### src/rtl/cbx_pkg.sv
package cbx_pkg;

    localparam int BYTE_W  = 8;
    localparam int NREG    = 8;

    localparam logic [2:0] MEM_CODE   = 3'd6;
    localparam logic [2:0] SHIFT_ONES = 3'd6;

    localparam int T_FETCH = 8;
    localparam int T_READ  = 3;
    localparam int T_INT   = 1;
    localparam int T_WRITE = 3;

    localparam int F_S  = 7;
    localparam int F_Z  = 6;
    localparam int F_H  = 4;
    localparam int F_PV = 2;
    localparam int F_N  = 1;
    localparam int F_C  = 0;

    typedef enum logic [2:0] {
        ST_IDLE,
        ST_EXEC,
        ST_MRD,
        ST_MINT,
        ST_MWR
    } cbx_state_e;

    typedef enum logic [1:0] {
        GRP_SHIFT,
        GRP_TEST,
        GRP_CLR,
        GRP_SET
    } cbx_grp_e;

    typedef enum logic [2:0] {
        SH_ROL,
        SH_ROR,
        SH_ROLC,
        SH_RORC,
        SH_SHL0,
        SH_SHRA,
        SH_SHL1,
        SH_SHR0
    } cbx_shift_e;

endpackage

### src/rtl/cbx_operand_sel.sv
module cbx_operand_sel
    import cbx_pkg::*;
#(
    parameter int DW = BYTE_W,
    parameter int NR = NREG,
    localparam int SW = $clog2(NR)
) (
    input  logic [DW*NR-1:0] bank,
    input  logic [SW-1:0]    sel,
    output logic [DW-1:0]    val
);

    logic [DW-1:0] slot [NR];

    for (genvar k = 0; k < NR; k++) begin : g_slot
        assign slot[k] = bank[k*DW +: DW];
    end

    assign val = slot[sel];

endmodule

### src/rtl/cbx_operate.sv
module cbx_operate
    import cbx_pkg::*;
(
    input  logic [7:0] opc,
    input  logic [7:0] val,
    input  logic [7:0] fin,
    output logic [7:0] res,
    output logic [7:0] fout,
    output logic       is_test,
    output logic       flag_upd,
    output logic       is_undoc
);

    cbx_grp_e   grp;
    cbx_shift_e shv;
    logic [2:0] bitn;
    logic       cy;

    assign grp  = cbx_grp_e'(opc[7:6]);
    assign shv  = cbx_shift_e'(opc[5:3]);
    assign bitn = opc[5:3];

    assign is_test  = (grp == GRP_TEST);
    assign flag_upd = (grp == GRP_SHIFT) || (grp == GRP_TEST);
    assign is_undoc = (grp == GRP_SHIFT) && (opc[5:3] == SHIFT_ONES);

    always_comb begin
        res  = val;
        fout = fin;
        cy   = fin[F_C];
        unique case (grp)
            GRP_SHIFT: begin
                unique case (shv)
                    SH_ROL:  begin res = {val[6:0], val[7]};     cy = val[7]; end
                    SH_ROR:  begin res = {val[0], val[7:1]};     cy = val[0]; end
                    SH_ROLC: begin res = {val[6:0], fin[F_C]};   cy = val[7]; end
                    SH_RORC: begin res = {fin[F_C], val[7:1]};   cy = val[0]; end
                    SH_SHL0: begin res = {val[6:0], 1'b0};       cy = val[7]; end
                    SH_SHRA: begin res = {val[7], val[7:1]};     cy = val[0]; end
                    SH_SHL1: begin res = {val[6:0], 1'b1};       cy = val[7]; end
                    SH_SHR0: begin res = {1'b0, val[7:1]};       cy = val[0]; end
                endcase
                fout[F_S]  = res[7];
                fout[F_Z]  = ~|res;
                fout[F_H]  = 1'b0;
                fout[F_PV] = ~^res;
                fout[F_N]  = 1'b0;
                fout[F_C]  = cy;
            end
            GRP_TEST: begin
                fout[F_Z] = ~val[bitn];
                fout[F_H] = 1'b1;
                fout[F_N] = 1'b0;
            end
            GRP_CLR: res[bitn] = 1'b0;
            GRP_SET: res[bitn] = 1'b1;
        endcase
    end

endmodule

### src/rtl/cbx_tcount.sv
module cbx_tcount #(
    parameter int TW = 8
) (
    input  logic          clk,
    input  logic          rst_n,
    input  logic          ld,
    input  logic [TW-1:0] ld_val,
    input  logic          add,
    input  logic [TW-1:0] add_val,
    output logic [TW-1:0] cnt
);

    always_ff @(posedge clk or negedge rst_n) begin
        if (!rst_n)   cnt <= '0;
        else if (ld)  cnt <= ld_val;
        else if (add) cnt <= cnt + add_val;
    end

endmodule

### src/rtl/cbx_unit.sv
module cbx_unit
    import cbx_pkg::*;
#(
    parameter int AW = 16,
    parameter int TW = 8
) (
    input  logic                clk,
    input  logic                rst_n,
    input  logic                start,
    input  logic [7:0]          opcode,
    input  logic [BYTE_W*NREG-1:0] reg_bank,
    input  logic [7:0]          flags_in,
    input  logic [AW-1:0]       hl_ptr,
    output logic                busy,
    output logic                done,
    output logic [TW-1:0]       tstates,
    output logic                wb_en,
    output logic [2:0]          wb_sel,
    output logic [7:0]          wb_data,
    output logic                flags_we,
    output logic [7:0]          flags_out,
    output logic                undoc,
    output logic [AW-1:0]       mem_addr,
    output logic                mem_rd,
    output logic                mem_wr,
    output logic [7:0]          mem_wdata,
    input  logic [7:0]          mem_rdata,
    input  logic                mem_ready
);

    localparam logic [TW-1:0] T_REG_LD = TW'(T_FETCH);
    localparam logic [TW-1:0] T_MEM_LD = TW'(T_FETCH + T_READ + T_INT);
    localparam logic [TW-1:0] T_WR_ADD = TW'(T_WRITE);
    localparam logic [TW-1:0] T_ONE    = TW'(1);

    cbx_state_e state_q, state_d;

    logic [7:0]    opc_q, val_q, fin_q;
    logic [AW-1:0] hl_q;
    logic [7:0]    sel_val, alu_res, alu_flags;
    logic          is_test, flag_upd, is_undoc;
    logic          take;
    logic          cnt_add;
    logic [TW-1:0] cnt_add_val;

    assign take = (state_q == ST_IDLE) && start;

    cbx_operand_sel #(.DW(BYTE_W), .NR(NREG)) i_sel (
        .bank (reg_bank),
        .sel  (opcode[2:0]),
        .val  (sel_val)
    );

    cbx_operate i_op (
        .opc      (opc_q),
        .val      (val_q),
        .fin      (fin_q),
        .res      (alu_res),
        .fout     (alu_flags),
        .is_test  (is_test),
        .flag_upd (flag_upd),
        .is_undoc (is_undoc)
    );

    assign cnt_add = ((state_q == ST_MRD)  && !mem_ready) ||
                     ((state_q == ST_MWR)  && !mem_ready) ||
                     ((state_q == ST_MINT) && !is_test);
    assign cnt_add_val = (state_q == ST_MINT) ? T_WR_ADD : T_ONE;

    cbx_tcount #(.TW(TW)) i_cnt (
        .clk     (clk),
        .rst_n   (rst_n),
        .ld      (take),
        .ld_val  ((opcode[2:0] == MEM_CODE) ? T_MEM_LD : T_REG_LD),
        .add     (cnt_add),
        .add_val (cnt_add_val),
        .cnt     (tstates)
    );

    // state register
    always_ff @(posedge clk or negedge rst_n) begin
        if (!rst_n) state_q <= ST_IDLE;
        else        state_q <= state_d;
    end

    // next state
    always_comb begin
        state_d = state_q;
        unique case (state_q)
            ST_IDLE: if (start) state_d = (opcode[2:0] == MEM_CODE) ? ST_MRD : ST_EXEC;
            ST_EXEC: state_d = ST_IDLE;
            ST_MRD:  if (mem_ready) state_d = ST_MINT;
            ST_MINT: state_d = is_test ? ST_IDLE : ST_MWR;
            ST_MWR:  if (mem_ready) state_d = ST_IDLE;
            default: state_d = ST_IDLE;
        endcase
    end

    // operand and context capture
    always_ff @(posedge clk or negedge rst_n) begin
        if (!rst_n) begin
            opc_q <= '0;
            val_q <= '0;
            fin_q <= '0;
            hl_q  <= '0;
        end else if (take) begin
            opc_q <= opcode;
            val_q <= sel_val;
            fin_q <= flags_in;
            hl_q  <= hl_ptr;
        end else if ((state_q == ST_MRD) && mem_ready) begin
            val_q <= mem_rdata;
        end
    end

    // outputs
    always_comb begin
        busy   = 1'b1;
        done   = 1'b0;
        wb_en  = 1'b0;
        mem_rd = 1'b0;
        mem_wr = 1'b0;
        unique case (state_q)
            ST_IDLE: busy = 1'b0;
            ST_EXEC: begin
                done  = 1'b1;
                wb_en = !is_test;
            end
            ST_MRD:  mem_rd = 1'b1;
            ST_MINT: done = is_test;
            ST_MWR: begin
                mem_wr = 1'b1;
                done   = mem_ready;
            end
            default: busy = 1'b0;
        endcase
    end

    assign flags_we  = done && flag_upd;
    assign undoc     = done && is_undoc;
    assign flags_out = alu_flags;
    assign wb_sel    = opc_q[2:0];
    assign wb_data   = alu_res;
    assign mem_wdata = alu_res;
    assign mem_addr  = hl_q;

endmodule


### config.mk
export PLATFORM = sky130hd
export DESIGN_NAME = cbx_unit
export DESIGN_NICKNAME = d
export VERILOG_FILES = /design/src/rtl/cbx_pkg.sv /design/src/rtl/cbx_operand_sel.sv /design/src/rtl/cbx_operate.sv /design/src/rtl/cbx_tcount.sv /design/src/rtl/cbx_unit.sv
export SDC_FILE = /design/constraint.sdc
export NUM_CORES = 1
export LEC_CHECK = 0
export BUFFER_PORTS_ARGS = -buffer_cell sky130_fd_sc_hd__buf_2
export CORE_UTILIZATION = 42
export DETAILED_ROUTE_END_ITERATION = 10
export GPL_TIMING_DRIVEN = 0
export PLACE_DENSITY = 0.77
export REMOVE_ABC_BUFFERS = 1
export SYNTH_ARGS = -nofsm -noshare
export SYNTH_HDL_FRONTEND = slang
export SYNTH_SLANG_ARGS = --single-unit
### constraint.sdc
create_clock -name clk -period 2.3 [get_ports clk]
set_input_delay 0.575 -clock clk [delete_from_list [all_inputs] [get_ports clk]]
set_output_delay 0.575 -clock clk [all_outputs]
set_load 0.03 [all_outputs]
Word level (Yosys, flattened, before mapping)
Index checks and enable logic that the tools add are counted.
{"block": "op_classes", "n_addsub": 1, "mul": 0, "div_mod_pow": 0, "magnitude_cmp": 3, "n_eq_ne": 18, "shifts": 0, "n_mux": 34, "bitwise_logic": 5, "n_reduce_logical": 27}
{"op": "one-hot mux 8 bit (8 select lines)", "count": 1}
{"op": "two-way mux 8 bit", "count": 7}
{"op": "binary-select mux 8 bit (select 3 bit)", "count": 1}
{"op": "one-hot mux 8 bit (3 select lines)", "count": 1}
{"op": "equality test 3 bit, second input constant", "count": 6}
{"op": "two-way mux 3 bit", "count": 5}
{"op": "equality test 3 x 2 -> 1 bit, second input constant", "count": 4}
{"op": "one-hot mux 3 bit (4 select lines)", "count": 1}
{"op": "OR reduction 4 bit", "count": 3}
{"op": "two-way mux 1 bit", "count": 10}
{"op": "logical AND 1 bit", "count": 9}
{"op": "adder 8 x 2 -> 8 bit", "count": 1}
{"op": "AND 8 bit", "count": 1}
{"op": "inverter 8 bit", "count": 1}
{"op": "bitwise OR 8 bit", "count": 1}
{"op": "OR reduction 8 bit", "count": 1}
{"op": "XNOR reduction 8 bit", "count": 1}
{"op": "equality test 3 x 1 -> 1 bit, second input constant", "count": 2}
{"op": "zero test 3 bit", "count": 2}
{"op": "inequality test 2 bit, second input constant", "count": 3}
{"op": "one-hot mux 1 bit (2 select lines)", "count": 3}
{"op": "equality test 2 bit, second input constant", "count": 2}
{"op": ">= comparator 4 bit, second input constant", "count": 1}
{"op": "less-than comparator 3 x 4 -> 1 bit, second input constant", "count": 1}
{"op": "14 further kinds", "count": 20}
{"block": "word_totals", "regBits": 51, "latchBits": 0, "ram_bits": 0, "rom_bits": 0, "in_bits": 108, "output_inout_bits": 58, "word_cells": 94, "n_memories": 0}

Longest topological paths before layout
{"block": "logic_depth", "ltp_word": 7, "depth_mapped": 9, "depth_no_buf": 7}

Cells and area by module
From an unflattened synthesis, not the netlist that was laid out.
{"block": "hier_totals", "hier_cells": 337, "area_unflattened_um2": 4038.9}
{"mod": "cbx_unit", "instances": 1, "cells_per_inst": 138, "area_per_inst_um2": 2099.5, "seq_area_each_um2": 1076.0}
{"mod": "cbx_tcount", "instances": 1, "cells_per_inst": 80, "area_per_inst_um2": 699.4, "seq_area_each_um2": 200.2}
{"mod": "cbx_operate", "instances": 1, "cells_per_inst": 90, "area_per_inst_um2": 689.4, "seq_area_each_um2": 0.0}
{"mod": "cbx_operand_sel", "instances": 1, "cells_per_inst": 29, "area_per_inst_um2": 550.5, "seq_area_each_um2": 0.0}

Worst setup path after synthesis
No wires, ideal clock.
{"block": "synth_path", "path_type": "register to output", "startpoint": "register opc_q[5]", "endpoint": "output flags_out[2]", "arrival_time_ns": 2.435, "required_time_ns": 1.725, "slack_ns": -0.710, "stages_incl_launch_ff": 9, "n_path_buf": 1, "cell_sequence": "dfrtp_1 clkbuf_1 or3b_2 a21oi_1 a21oi_1 ha_1 xnor2_1 xnor2_1 o21ai_0"}
{"block": "synth_via", "elab_chain_cells": 5, "word_cells_on_any_way": 12, "classes_between": "eq/ne: 7; mux: 3; reduce/logical: 2"}
{"element": "start, declared", "line": "cbx_unit.sv:38", "text": "logic [7:0] opc_q, val_q, fin_q;"}
{"element": "start signal, assigned", "line": "cbx_unit.sv:107", "text": "opc_q <= opcode;"}
{"element": "equality test 3 bit, or another cell as far along", "line": "cbx_operate.sv:33", "text": "unique case (shv)"}
{"element": "one-hot mux 8 bit (8 select lines) (*)", "line": "cbx_operate.sv:33"}
{"element": "two-way mux 8 bit (*)", "line": "cbx_operate.sv:31", "text": "unique case (grp)"}
{"element": "XNOR reduction 8 bit (*)", "line": "cbx_operate.sv:46", "text": "fout[F_PV] = ~^res;"}
{"element": "two-way mux 1 bit (*)", "line": "cbx_operate.sv:31"}
{"element": "end, declared", "line": "cbx_unit.sv:21", "text": "output logic [7:0] flags_out,"}
Mark *: on every way between the ends. The rest lies on a longest branch, timed or not. The select of a mux whose other input is x is not followed.

Final worst setup path
{"block": "layout_path", "startpoint": "register opc_q[3]", "endpoint": "output flags_out[2]"}
Same word-level chain as after synthesis.

==> impl_results.md <==
* Final nets at 655
* Register area at 1290 um^2
* Most instantiated cells after synthesis: 123 x nand2_1, 51 x dfrtp_1, 21 x nor2_1
* Most common cell on crit path: o21ai_1
* Die Wd at 92.5 um
* Ys flop type: dfrtp_1
* Top cells by area, synth: dfrtp_1 37%, nand2_1 13%, mux4_2 11%
* Share of total power in the clock network at under 10%
* Worst path max stage delay at approximately 570 ps
* Area after DPL at 4230 um^2
* Largest net degree at the start of global routing at 52
* CP endpoint kind: primary output
* Cell Chain, Critical Path: buf_6 > buf_8 > o21ai_1 > ha_2 > xnor2_2 > xnor2_1 > o21ai_1 > buf_4
* NetSw at 3.87 mW
* Pwr Total at 7.70 mW
* Die area at 8560 um^2
* Pleak at 2.48 nW
* Final Setup Violations at 19
* RSZ-0062 raised after global routing: true
* FILL cells at around 650
* Net Sw Frac at 50.3%
* Most numerous cell in the Yosys netlist: nand2_1
* CTS tree: built
* First-pass DRT Iterations at 4
* Syn Std Cell Area at 3440 um^2
* CTS Buf Count at 5
* Die Ht at 92.5 um
* Internal power at 3.83 mW
* Final setup skew at 15.3 ps
* Routed met2 length at ~5500 um
* WS Path Type: flip-flop to primary output
* Hold Crit Class: primary input to flip-flop
* CP required at 1730 ps
* Met1 WL at 4350 um
* Top Layer Used: met4
* Ports at around 170
* Row cnt at 32
* Crit path max fanout at 6
* Place WS at -457 ps
* Met3 Wirelength at ~670 um
* R2R Setup Slk at roughly 70 ps
* MaxCap Viol Count at 0
* Sum Neg Setup Slack at -7050 ps
* Clock Latency Late Sink at 320 ps
* Seq pwr share at 22.3%
* Initial core utilization at 44.1%
* Worst Max-Slew Pin Slew at ~1200 ps
* Final setup margin at -593 ps
* Critical-path top delay cell: dfrtp_4
* WL/cell at between 15 and 20 um
* First-pass GRT wire length at approximately 17,000 um
* Synth cell types at 43
* Max Fclk at 346 MHz
* Final instance area at 4850 um^2
* DRT Wirelength at ~11,000 um
* Post-synthesis cell count at 381
* Max Slew Vio Count at 0
* Antenna viol nets, final at 0
* Vias in the first global route at between 3k and 4k
* All-Layer GR Usage at 25.9%
* Initial DRC Count at 129
* Diode count at 0
* Final hold vios at 0
* I/O Buffers at 165
* DP HPWL at 7170 um
* Layout area overhead at 41.0%
* Post-synth top area share at 37.1%
* Core Footprint at 7810 um^2
* Syn. warnings at 0
* Max VDD drop at ~730 uV
* GRT Residual Overflow at 0
* TritonCTS Sinks at 51
* Failing checks: negative setup slack
* Comb pwr share at 70.1%
* Pwr Density at 1590 nW/um^2
* Initial antenna violation count at 0
* Status: complete, but fails checks
* Count of state elements after synthesis at 51
* Post-synth EDFFs at 0
* Asr flop ratio synth at 100%
* H-tree depth at 2
* Period utilization at 126%
* Multi-input gate area at approximately 2100 um^2
* DRC at 0
* Syn_area_per_cell at between 9 and 10 um^2
* Yosys top cell by area: dfrtp_1
* Via-per-instance ratio at 5.39
* Crit path launch type: flip-flop
* Root Driver: clkbuf_8
* Relative slew slack at a little under a quarter
* Final non-filler cell total at between 600 and 700
* CTS hold repair buffers at 0
* Seq/Total Area, Yosys at 37.1%
* Clk slew on worst S/H paths at 120 ps
* Crit path DAT at 2320 ps
* Total number of vias at between 3k and 4k
* Min Tclk post-route at 2890 ps
* Layout cell share with drive strength beyond 1 at 48.7%
* CTS max path bufs at 2
* GP Congestion at just over 0.8
* # placed instances at between 600 and 700
==> placed cells by master, fill, tap and decap left out, types with 2 or more instances in the layout <==
master,instances
dfrtp_2,7
buf_16,2
xor2_1,3
nor3_2,2
nor2b_4,3
a22oi_2,2
nand3b_1,4
a221o_1,7
nand2_1,121
nor2b_1,2
a21oi_1,6
buf_6,24
inv_1,4
buf_4,22
o211ai_1,10
o21ai_1,3
a21o_1,2
ha_1,3
and2_1,3
mux2_2,5
mux2i_1,17
nor3_1,2
clkbuf_8,5
xnor2_1,2
mux4_2,17
buf_2,145
nor2_4,3
nand4_1,10
nor2_1,17
mux2_4,5
a21oi_2,2
ha_2,2
inv_6,2
nand3_1,4
dfrtp_1,43
o21ai_0,4
==> metal layers <==
layer,vias to the layer above,track usage (%)
met1,1654,32.4
met4,0,8.07
met2,160,45.3
li1,1633,-
met5,-,0
met3,23,4.27
==> sequential cells by signal (all words and copies together), names as in the netlist <==
signal	cells
fin_q	8
i_cnt.cnt	8
mem_addr	16
opc_q	8
state_q	3
val_q	8
==> timing repair <==
action / CTS / global route
pin swaps: 9 / 11
resized for setup: 76 / 23
setup endpoints to repair: 26 / 23
buffers inserted: 20 / 5
cloned: 1 / 0
==> final timing paths <==
check | from | end | depth (start not counted)
min in group asynchronous | rst_n | i_cnt.cnt[5] | 1
worst min-delay path | hl_ptr[14] | mem_addr[14] | 3
worst min register to register | mem_addr[0] | mem_addr[0] | 2
worst max register to register | state_q[2] | i_cnt.cnt[2] | 5
max in group asynchronous | rst_n | opc_q[3] | 1
worst max-delay path | opc_q[3] | flags_out[2] | 8
==> power by group through the flow <==
stage | combinational (mW) | clock [mW] | sequential (mW)
after global placement | 3.85 | 0 | 1.79
final | 5.40 | 0.587 | 1.71
after CTS | 5.11 | 0.603 | 1.69
after floorplan | 2.46 | 0 | 2.07
after detailed placement | 3.97 | 0 | 1.81
after global routing | 5.74 | 0.638 | 1.77
==> through the flow <==
step / hold slack (ps) / utilization (%)
final: 433 / 62.2
after global routing: 427 / 62.2
after CTS: 428 / 60.9
after detailed placement: 456 / 54.2
after global placement: 451 / 53.3
after floorplan: 279 / -
==> area by class of cell <==
class | instances | area share, %
well taps | 102 | 2.63
multi-input cells | 284 | 42.6
clock buffers | 5 | 1.42
flip-flops and latches | 51 | 26.6
inverters | 4 | 0.309
repair buffers | 195 | 25.8
clock inverters | 3 | 0.696
==> critical path, delay by kind of cell, from the launching register on <==
kind / cells / cell delay, ps
flip-flops: 1 / 570
AO/OA/AOI/OAI: 2 / 360
XOR/XNOR: 2 / 270
adder cells (fa/ha/maj): 1 / 350
buffers and inverters: 3 / 450
==> logic make-up after synthesis <==
family / after synthesis / share of synthesized area (%)
AO/OA/AOI/OAI: 43 / 8.87
XOR/XNOR: 6 / 1.53
adder cells (fa/ha/maj): 6 / 2.40
buffers and inverters: 46 / 7.12
flip-flops: 51 / 37.1
multiplexers: 44 / 19.3
AND/OR/NAND/NOR: 185 / 23.7
Note: power is estimated with default switching activity, not from simulation.
